$ cat src/rtl/gpio_bank_pkg.sv
// Shared constants for the GPIO bank register file.
// Assumes 32-bit data words and a 6-bit byte offset (0x40 bank span).
package gpio_bank_pkg;
    localparam int WORD_W  = 32;
    localparam int FUNC_W  = 3;
    localparam int DIR_BIT = 8;

    // Word index (byte offset / 4) of each register in the bank.
    typedef enum logic [3:0] {
        IDX_LINE_SEL  = 4'h0,
        IDX_LINE_CFG  = 4'h1,
        IDX_PIN_LEVEL = 4'h2,
        IDX_LOCK_STAT = 4'h3,
        IDX_OUT_SET   = 4'h4,
        IDX_OUT_CLR   = 4'h5,
        IDX_OUT_LEVEL = 4'h6
    } reg_idx_e;

    // Configuration bits that are stored; all others read as zero.
    localparam logic [WORD_W-1:0] CFG_KEEP = 32'h0700_F707;
endpackage

$ cat src/rtl/gpio_pin_sync.sv
// Two-stage synchronizer for asynchronous input pins.
// Assumes no reset is needed: the stages settle after two clocks.
module gpio_pin_sync #(
    parameter int WIDTH = 32
) (
    input  logic             clk,
    input  logic [WIDTH-1:0] async_in,
    output logic [WIDTH-1:0] sync_out
);
    logic [WIDTH-1:0] stage1_q;
    logic [WIDTH-1:0] stage2_q;

    // Shift the pin levels through two flops.
    always_ff @(posedge clk) begin
        stage1_q <= async_in;
        stage2_q <= stage1_q;
    end

    assign sync_out = stage2_q;
endmodule

$ cat src/rtl/gpio_cfg_array.sv
// Per-line configuration words, written through a line-selection mask.
// A write updates every selected line. A read returns the lowest selected line.
module gpio_cfg_array
    import gpio_bank_pkg::*;
#(
    parameter int NLINES = 32,
    parameter int DW     = 32
) (
    input  logic                     clk,
    input  logic                     rst_n,
    input  logic [NLINES-1:0]        sel_mask,
    input  logic                     wr_en,
    input  logic [DW-1:0]            wr_word,
    output logic [DW-1:0]            rd_word,
    output logic [NLINES-1:0]        line_dir,
    output logic [NLINES*FUNC_W-1:0] line_func
);
    localparam logic [DW-1:0] KEEP = DW'(CFG_KEEP);

    logic [NLINES*DW-1:0] words_flat;

    for (genvar i = 0; i < NLINES; i++) begin : g_line
        logic [DW-1:0] word_q;

        // Hold this line's word; load it when the line is selected.
        always_ff @(posedge clk) begin
            if (!rst_n)
                word_q <= '0;
            else if (wr_en && sel_mask[i])
                word_q <= wr_word & KEEP;
        end

        assign words_flat[i*DW +: DW]         = word_q;
        assign line_dir[i]                    = word_q[DIR_BIT];
        assign line_func[i*FUNC_W +: FUNC_W]  = word_q[FUNC_W-1:0];
    end

    // Pick the word of the lowest-numbered selected line.
    always_comb begin
        rd_word = '0;
        for (int i = NLINES - 1; i >= 0; i--) begin
            if (sel_mask[i])
                rd_word = words_flat[i*DW +: DW];
        end
    end
endmodule

$ cat src/rtl/gpio_out_latch.sv
// Output data latch with write-one-to-set and write-one-to-clear updates.
// Assumes set and clear never arrive in the same cycle.
module gpio_out_latch #(
    parameter int WIDTH = 32
) (
    input  logic             clk,
    input  logic             rst_n,
    input  logic             set_en,
    input  logic             clr_en,
    input  logic [WIDTH-1:0] bits,
    output logic [WIDTH-1:0] level_q
);
    // Apply the set or clear pattern to the latch.
    always_ff @(posedge clk) begin
        if (!rst_n)
            level_q <= '0;
        else if (set_en)
            level_q <= level_q | bits;
        else if (clr_en)
            level_q <= level_q & ~bits;
    end
endmodule

$ cat src/rtl/gpio_bank_regs.sv
// Register file for one GPIO bank: the mask, the mask-selected
// configuration words, the output latch and the synchronized pin levels.
// Assumes word-aligned accesses; misaligned offsets read 0 and drop writes.
module gpio_bank_regs
    import gpio_bank_pkg::*;
#(
    parameter int NLINES = 32,
    parameter int ADDR_W = 6
) (
    input  logic                     clk,
    input  logic                     rst_n,
    input  logic [ADDR_W-1:0]        bus_addr,
    input  logic                     bus_we,
    input  logic [WORD_W-1:0]        bus_wdata,
    output logic [WORD_W-1:0]        bus_rdata,
    input  logic [NLINES-1:0]        pin_in,
    output logic [NLINES-1:0]        out_data,
    output logic [NLINES-1:0]        dir_out,
    output logic [NLINES*FUNC_W-1:0] func_out
);
    localparam int IDX_W = ADDR_W - 2;

    logic [IDX_W-1:0]  word_idx;
    logic              aligned;
    logic              hit_sel, hit_cfg, hit_pin, hit_set, hit_clr, hit_out;
    logic [NLINES-1:0] mask_q;
    logic [WORD_W-1:0] cfg_rd;
    logic [NLINES-1:0] pin_sync;

    assign word_idx = bus_addr[ADDR_W-1:2];
    assign aligned  = (bus_addr[1:0] == 2'b00);

    // Decode which register the current offset reaches.
    always_comb begin
        hit_sel = aligned && (word_idx == IDX_W'(IDX_LINE_SEL));
        hit_cfg = aligned && (word_idx == IDX_W'(IDX_LINE_CFG));
        hit_pin = aligned && (word_idx == IDX_W'(IDX_PIN_LEVEL));
        hit_set = aligned && (word_idx == IDX_W'(IDX_OUT_SET));
        hit_clr = aligned && (word_idx == IDX_W'(IDX_OUT_CLR));
        hit_out = aligned && (word_idx == IDX_W'(IDX_OUT_LEVEL));
    end

    // Keep the line-selection mask.
    always_ff @(posedge clk) begin
        if (!rst_n)
            mask_q <= '0;
        else if (bus_we && hit_sel)
            mask_q <= bus_wdata[NLINES-1:0];
    end

    gpio_cfg_array #(
        .NLINES (NLINES),
        .DW     (WORD_W)
    ) i_cfg (
        .clk       (clk),
        .rst_n     (rst_n),
        .sel_mask  (mask_q),
        .wr_en     (bus_we && hit_cfg),
        .wr_word   (bus_wdata),
        .rd_word   (cfg_rd),
        .line_dir  (dir_out),
        .line_func (func_out)
    );

    gpio_out_latch #(
        .WIDTH (NLINES)
    ) i_out (
        .clk     (clk),
        .rst_n   (rst_n),
        .set_en  (bus_we && hit_set),
        .clr_en  (bus_we && hit_clr),
        .bits    (bus_wdata[NLINES-1:0]),
        .level_q (out_data)
    );

    gpio_pin_sync #(
        .WIDTH (NLINES)
    ) i_sync (
        .clk      (clk),
        .async_in (pin_in),
        .sync_out (pin_sync)
    );

    // Select the read data for the current offset.
    always_comb begin
        bus_rdata = '0;
        if (hit_sel)      bus_rdata = WORD_W'(mask_q);
        else if (hit_cfg) bus_rdata = cfg_rd;
        else if (hit_pin) bus_rdata = WORD_W'(pin_sync);
        else if (hit_out) bus_rdata = WORD_W'(out_data);
    end
endmodule

$ cat config.mk
export PLATFORM = sky130hd
export DESIGN_NAME = gpio_bank_regs
export DESIGN_NICKNAME = d
export VERILOG_FILES = /design/src/rtl/gpio_bank_pkg.sv /design/src/rtl/gpio_pin_sync.sv /design/src/rtl/gpio_cfg_array.sv /design/src/rtl/gpio_out_latch.sv /design/src/rtl/gpio_bank_regs.sv
export SDC_FILE = /design/constraint.sdc
export NUM_CORES = 1
export LEC_CHECK = 0
export BUFFER_PORTS_ARGS = -buffer_cell sky130_fd_sc_hd__buf_2
export CORE_MARGIN = 8
export CORE_UTILIZATION = 53
export DETAILED_ROUTE_END_ITERATION = 10
export PLACE_DENSITY = 0.73
export SLEW_MARGIN = 20
export SYNTH_ARGS = -nofsm -noshare
export SYNTH_HDL_FRONTEND = slang
export SYNTH_SLANG_ARGS = --single-unit
export TNS_END_PERCENT = 1
$ cat constraint.sdc
create_clock -name clk -period 2.55 [get_ports clk]
set_input_delay 0.255 -clock clk [delete_from_list [all_inputs] [get_ports clk]]
set_output_delay 0.255 -clock clk [all_outputs]
set_load 0.01 [all_outputs]
==> run summary, run 1 <==
outcome - finished, violations left
failing checks - setup timing
power share of the clock group - 46.9%
I/O Buffers - 264
vias per cell - 6.129
post-route cell area - 30,810 um2
# Max-Cap Violations - 0
Detailed Place HPWL - 62.97 mm
DR pass1 iterations - 8
crit start category - register
post-synth net total - 3,282
Leak - 11.50 nW
Synth Flop Type - dfxtp_1
Clock Sinks - 544
largest net degree at the start of global routing - 114
number of synthesized flops with an enable pin - 0
RSZ-0062 raised after global routing - yes
WL final - 91.81 mm
sequential share of power - 48.1%
Synth area leaders - dfxtp_1, a21boi_1, nand2_1, nand3_1, buf_4
Root Buffer - clkbuf_16
warning count from the yosys run - 0
TritonCTS clock tree - done
Slew Limit Headroom - 28.26%
post-synthesis area per instance - 8.054 um2
setup ws final - -0.6635 ns
Initial Util - 53.24%
# DRC - 0
die area - 56,090 um2
TritonCTS Buffers - 57
H-tree depth - 2
clk slew on worst S/H paths - 0.06 ns
Core ar. - 48,550 um2
Synth Register Bits - 544
Critical Path Sink Type - output pin
Synth Instances - 3,209
arrival time at the worst endpoint - 2.96 ns
Placed Area - 27,720 um2
Peak supply drop - 0.6066 mV
die height - 236.8 um
io pins - 265
Routed Antenna Nets - 0
die width - 236.8 um
Placer Congestion - 0.9422
Clock Latency Late Sink - 0.63 ns
vias in the first global route - 24,200
Total Routing Usage GR - 31.16%
Worst Tran Pin Value - 1.076 ns
WHS - 0.03714 ns
area leader, netlist - dfxtp_1
final setup vio count - 13
First DRT Iteration DRCs - 2,695
grt ovf - 0
routed len/inst - 22.53 um
min cycle time layout - 3.214 ns
FFs w/ async S/R, synth - 0%
sw frac - 22.65%
Power per Cell Area - 578.4 nW/um2
Comb power frac - 5.0%
kind of critical path - reg -> out
Tcrit/Tclk final - 126.0%
P_int - 13.79 mW
area growth from synthesis to layout - 19.22%
share of cells above drive strength 1 - 22.13%
Synth Cell Area - 25,840 um2
Clock Skew - 0.02270 ns
post-synthesis cell type count - 63
initial antenna violation count - 2
Nets - 3,482
via count - 24,980
Slew Viols, Final - 0
Synth top area share - 42.14%
global-route wire length before repair - 139.9 mm
final hold vios - 0
HP Class - in -> reg
Switch Pwr - 4.037 mW
CP Data Required Time - 2.30 ns
crit path max fanout - 9
Clock Path Buffers - 3
Row Count - 81
Max Fclk - 0.3112 GHz
post-synthesis sequential area ratio - 42.14%
## layout by cell type (no fill, tap or decap), types with 9 or more instances in the layout
| cell type | count |
|---|---|
| buf_4 | 246 |
| a221oi_1 | 22 |
| nor3_1 | 9 |
| a22oi_1 | 26 |
| buf_2 | 262 |
| nand3_1 | 408 |
| nor2b_1 | 35 |
| mux2i_1 | 25 |
| dfxtp_2 | 10 |
| a21boi_1 | 378 |
| a21boi_0 | 70 |
| buf_12 | 22 |
| clkbuf_1 | 19 |
| nand2_1 | 682 |
| dfxtp_1 | 532 |
| clkbuf_16 | 58 |
| o22ai_1 | 45 |
| nor3b_1 | 21 |
| a221o_1 | 18 |
| inv_1 | 29 |
| or2_2 | 10 |
| clkbuf_8 | 9 |
| o211ai_1 | 27 |
| o21ai_0 | 60 |
| dlygate4sd3_1 | 51 |
| nor2_1 | 56 |
| a221oi_2 | 9 |
| a21oi_1 | 74 |
| buf_6 | 14 |
## power groups by stage
stage	Combinational, mW	Clock [mW]	Sequential (mW)
after detailed placement	0.773	0	8.77
after global placement	0.767	0	8.76
final	0.893	8.35	8.58
after global routing	0.917	8.77	8.58
after CTS	0.859	8.43	8.58
after floorplan	0.426	0	8.76
## cell type report
type                            count  area (um2)
Multi-Input combinational cell   2174       12810
Clock buffer                       85        1622
Antenna cell                        1       2.502
Fill cell                        4021       17730
Sequential cell                   544       10910
Tap cell                          622       778.2
Clock inverter                     17       224.0
Timing Repair Buffer              599        4337
Inverter                           33       131.4
## logic make-up after synthesis
family          count (synthesis)  share of synthesized area, %
simple gates                 1299                         22.56
mux                            32                         1.273
flops                         544                         42.14
compound gates                843                         23.63
buf+inv                       491                         10.39
## synth_stat cells, types with 18 or more instances
cell      count
nand3_1     408
a21oi_1      76
o22ai_1      46
buf_4       136
inv_1        32
a221oi_1     33
o211ai_1     27
nor2_1       58
mux2i_1      25
a22oi_1      31
buf_1        25
buf_6        38
nor3b_1      23
clkbuf_1    221
nand2_1     688
a21boi_1    378
a221o_1      18
buf_2        38
a21boi_0     70
o21ai_0      65
nor2b_1      39
dfxtp_1     544
## stage by stage
stage / std cells / utilization (%) / setup TNS [ns] / total power [mW] / setup slack, ns
finish: 4075 / 63.47 / -7.639 / 17.82 / -0.6635
global route: 4075 / 63.47 / -7.961 / 18.27 / -0.6587
CTS: 4070 / 63.07 / -7.175 / 17.86 / -0.6043
detailed placement: 3912 / 57.09 / -28.56 / 9.539 / -0.4929
global placement: 3912 / 57.09 / -19.38 / 9.531 / -0.5434
floorplan: 3209 / - / 0 / 9.185 / 0.1572
## worst max-delay path, cell delays in order, from the launching register on
cell	delay, ns
dfxtp_1	0.35
buf_4	0.18
nor2_4	0.19
buf_4	0.23
o2111ai_2	0.21
a211oi_4	0.45
o41ai_4	0.20
a21oi_2	0.33
buf_2	0.20
## metal layers
| metal | wire, um | vias to the layer above | track usage [%] | part of all wire [%] |
|---|---|---|---|---|
| met5 | 13 | - | 0 | 0.014 |
| met4 | 5143 | 2 | 16.05 | 5.6 |
| met3 | 8958 | 258 | 5.801 | 9.8 |
| met2 | 41300 | 1317 | 49.51 | 45 |
| met1 | 36400 | 12020 | 40.09 | 40 |
| li1 | - | 11380 | - | - |
## sequential cells by signal, indices dropped and copies added, names as in the netlist, named ones only
signal	cells
i_cfg.g_line.word_q	416
i_sync.stage1_q	32
i_sync.sync_out	32
mask_q	32
## final timing paths
kind,startpoint,to,slack [ns],depth (start not counted)
worst max-delay path,mask_q[13],bus_rdata[26],-0.66,8
worst min-delay path,rst_n,register,0.04,3
worst max register to register,mask_q[4],i_cfg.g_line[4].word_q[2],0.64,4
worst min register to register,i_sync.stage1_q[25],i_sync.sync_out[25],0.31,0
## what timing repair did
action	CTS	global route
hold endpoints to repair	69	0
pin swaps	28	11
cloned	0	1
setup endpoints to repair	20	13
gates resized for setup	118	34
hold buffers	51	0
setup buffers	7	4
(Power assumes the default switching activity.)
==> run 2, diff against run 1 <==
- CORE_UTILIZATION: 53 -> 30
- PLACE_DENSITY: 0.73 -> unset
==> run 2 against run 1 <==
Against the previous run: worst setup slack gained 0.066 ns; the flow still finishes with violations (setup timing); non-clock buffer count grew 89; combinational power grew 5.5%; count of clock-buffer cells in the layout grew 7; critical path type unchanged; worst hold slack gained 0.00062 ns; cell area grew 5.5%.
==> run summary, run 2 (synthesized netlist as in run 1, its figures left out) <==
most frequent cells in the layout - nand2_1, dfxtp_1, nand3_1
Max stage delay on crit path - 0.36 ns (-0.09 ns)
slowest CP cell - a221oi_1
Core ar. - 85,280 um2 (+76%)
worst reg2reg endpoint - i_cfg.g_line[4].word_q[9]
Slew Viols, Final - 0 (unchanged)
worst reg2reg setup slack - 1.02 ns (+0.38 ns)
I/O Buffers - 264 (unchanged)
Placer Congestion - 0.9518 (+1.0%)
# Max-Cap Violations - 0 (unchanged)
post-route cell area - 32,490 um2 (+5.5%)
commonest non-fill, non-tap cell in the layout - nand2_1
R2R depth - 5 (+1)
via count - 24,510 (-1.9%)
Routed Antenna Nets - 0 (unchanged)
die area - 95,800 um2 (+71%)
io pins - 265 (unchanged)
Total Routing Usage GR - 20.20% (-11 points)
vias per cell - 5.220 (-15%)
Comb power frac - 5.1% (about the same)
Most flops, register - i_cfg.g_line.word_q
multi-input logic area - 12,800 um2 (about the same)
Buf+Inv Stages, Crit Path - 5 (+2)
Tcrit/Tclk final - 123.5% (-2.6 points)
CP Data Required Time - 2.30 ns (about the same)
Critical Path, Cell by Cell - buf_4 > buf_12 > a221oi_1 > o21a_1 > o21ai_0 > buf_4 > a31oi_2 > o221ai_1 > buf_4 > buf_6
DR pass1 iterations - 6 (-2)
share of cells above drive strength 1 - 24.08% (+2.0 points)
Clock Skew - 0.02127 ns (-0.001426 ns)
Placed Area - 29,130 um2 (+5.1%)
TritonCTS Buffers - 61 (+7.0%)
Clock Latency Late Sink - 0.65 ns (+0.02 ns)
max FFs per register - 416 (unchanged)
final setup vio count - 13 (unchanged)
cell family with the largest share of critical-path delay - compound AO/OA/AOI/OAI gates
kind of critical path - reg -> out
Power per Cell Area - 567.2 nW/um2 (-1.9%)
largest net degree at the start of global routing - 108 (-5.3%)
worst r2r src - mask_q[4]
# fillers - 8,775 (+120%)
Peak supply drop - 0.5429 mV (-11%)
area growth from synthesis to layout - 25.73%
sequential share of power - 46.5% (-1.6 points)
Root Buffer - clkbuf_16
crit start category - register
Slew Limit Headroom - 32.81% (+4.5 points)
die height - 309.5 um (+31%)
outcome - finished, violations left
final hold vios - 0 (unchanged)
die width - 309.5 um (+31%)
First DRT Iteration DRCs - 2,505 (-7.1%)
global-route wire length before repair - 150.4 mm (+7.5%)
H-tree depth - 2 (unchanged)
clk slew on worst S/H paths - 0.06 ns (about the same)
Worst Tran Pin Value - 1.008 ns (-0.06825 ns)
WL final - 101.1 mm (+10%)
crit path max fanout - 20 (+11)
Clock Sinks - 544 (unchanged)
# DRC - 0 (unchanged)
Switch Pwr - 4.363 mW (+8.1%)
HP Class - in -> reg
Final Util - 38.10% (-25 points)
grt ovf - 0 (unchanged)
arrival time at the worst endpoint - 2.89 ns (-0.07 ns)
initial antenna violation count - 2 (unchanged)
Clock Path Buffers - 3 (unchanged)
Nets - 3,575 (+2.7%)
hold path startpoint - bus_wdata[10]
Detailed Place HPWL - 71.84 mm (+14%)
Hold EP - mask_q[10]
hold path cells - 3 (unchanged)
min cycle time layout - 3.148 ns (-0.06550 ns)
FF+latch area - 10,910 um2 (about the same)
setup ws final - -0.5980 ns (+0.06550 ns)
TritonCTS clock tree - done
power share of the clock group - 48.3% (+1.4 points)
Critical Path Sink Type - output pin
RSZ-0062 raised after global routing - yes
Leak - 12.10 nW (+5.2%)
P_int - 14.07 mW (+2.0%)
routed len/inst - 21.52 um (-4.5%)
Row Count - 107 (+32%)
failing checks - setup timing
sw frac - 23.67% (+1.0 points)
vias in the first global route - 23,330 (-3.6%)
Initial Util - 30.31% (-23 points)
Crit path top cell by count - buf_4
Max Fclk - 0.3177 GHz (+2.1%)
==> run 2: cell count changes in the layout (fill, tap and decap cells not counted), moves of 5 or more <==
cell / before / now
buf_6: 14 / 20
a22oi_1: 26 / 31
a22oi_2: 5 / 0
buf_4: 246 / 317
buf_12: 22 / 35
clkbuf_1: 19 / 13
clkbuf_8: 9 / 18
==> run 2: per-stage QoR <==
step | TNS, ns | setup WS (ns) | hold slack [ns] | cells | total power [mW]
floorplan | 0 | 0.1572 | 0.2827 | 3209 | 9.185
global placement | -2.359 | -0.4916 | 0.3104 | 4517 | 9.598
detailed placement | -2.454 | -0.4266 | 0.3121 | 4517 | 9.598
CTS | -6.918 | -0.5691 | 0.001359 | 4690 | 18.56
global route | -7.881 | -0.6333 | 0.04087 | 4694 | 18.99
finish | -6.841 | -0.5980 | 0.03776 | 4695 | 18.43
==> run 2: power groups by stage <==
stage | Combinational (mW) | Sequential [mW] | Clock, mW
final | 0.942 | 8.58 | 8.91
after detailed placement | 0.831 | 8.77 | 0
after floorplan | 0.426 | 8.76 | 0
after CTS | 0.923 | 8.58 | 9.06
after global routing | 0.977 | 8.58 | 9.44
after global placement | 0.832 | 8.77 | 0
==> run 2: tightest hold or removal path, delay by kind of cell <==
| kind | cells | cell delay [ns] |
|---|---|---|
| AOI/OAI and AO/OA | 1 | 0.05 |
| and+or+nand+nor | 1 | 0.10 |
| buffers and inverters | 1 | 0.22 |
==> run 2: how the worst max path moves through the flow <==
| stage | start | endpoint | slack (ns) | depth (start not counted) |
|---|---|---|---|---|
| 6_report | mask_q[30] | bus_rdata[25] | -0.60 | 10 |
| 5_1_grt | mask_q[6] | bus_rdata[8] | -0.63 | 9 |
| 4_1_cts | mask_q[10] | bus_rdata[25] | -0.57 | 12 |
| 3_5_place_dp | mask_q[31] | bus_rdata[2] | -0.43 | 9 |
| 3_3_place_gp | mask_q[31] | bus_rdata[2] | -0.49 | 9 |
| 2_1_floorplan | bus_addr[5] | bus_rdata[15] | 0.16 | 7 |
==> run 2: area by class of cell <==
type	instances	area share, %
Tap cell	1144	4.405
Antenna cell	1	0.007701
Sequential cell	544	33.58
Inverter	33	0.3812
Timing Repair Buffer	688	16.03
Clock inverter	19	0.5891
Clock buffer	92	5.610
Multi-Input combinational cell	2174	39.39
==> run 2: routing by layer <==
layer | vias up | share of wire (%) | global-route usage (%)
met1 | 11850 | 43 | 27.12
met5 | - | 0.013 | 0
li1 | 11580 | - | -
met3 | 189 | 8.5 | 4.444
met2 | 886 | 45 | 32.24
met4 | 2 | 3.2 | 6.280
==> run 2: timing repair <==
action	CTS	global route
pin swaps	27	8
hold buffers	55	0
setup buffers	6	4
resized for setup	128	25
cloned	3	0
endpoints found under the hold margin	85	0
endpoints found under the setup margin	14	20
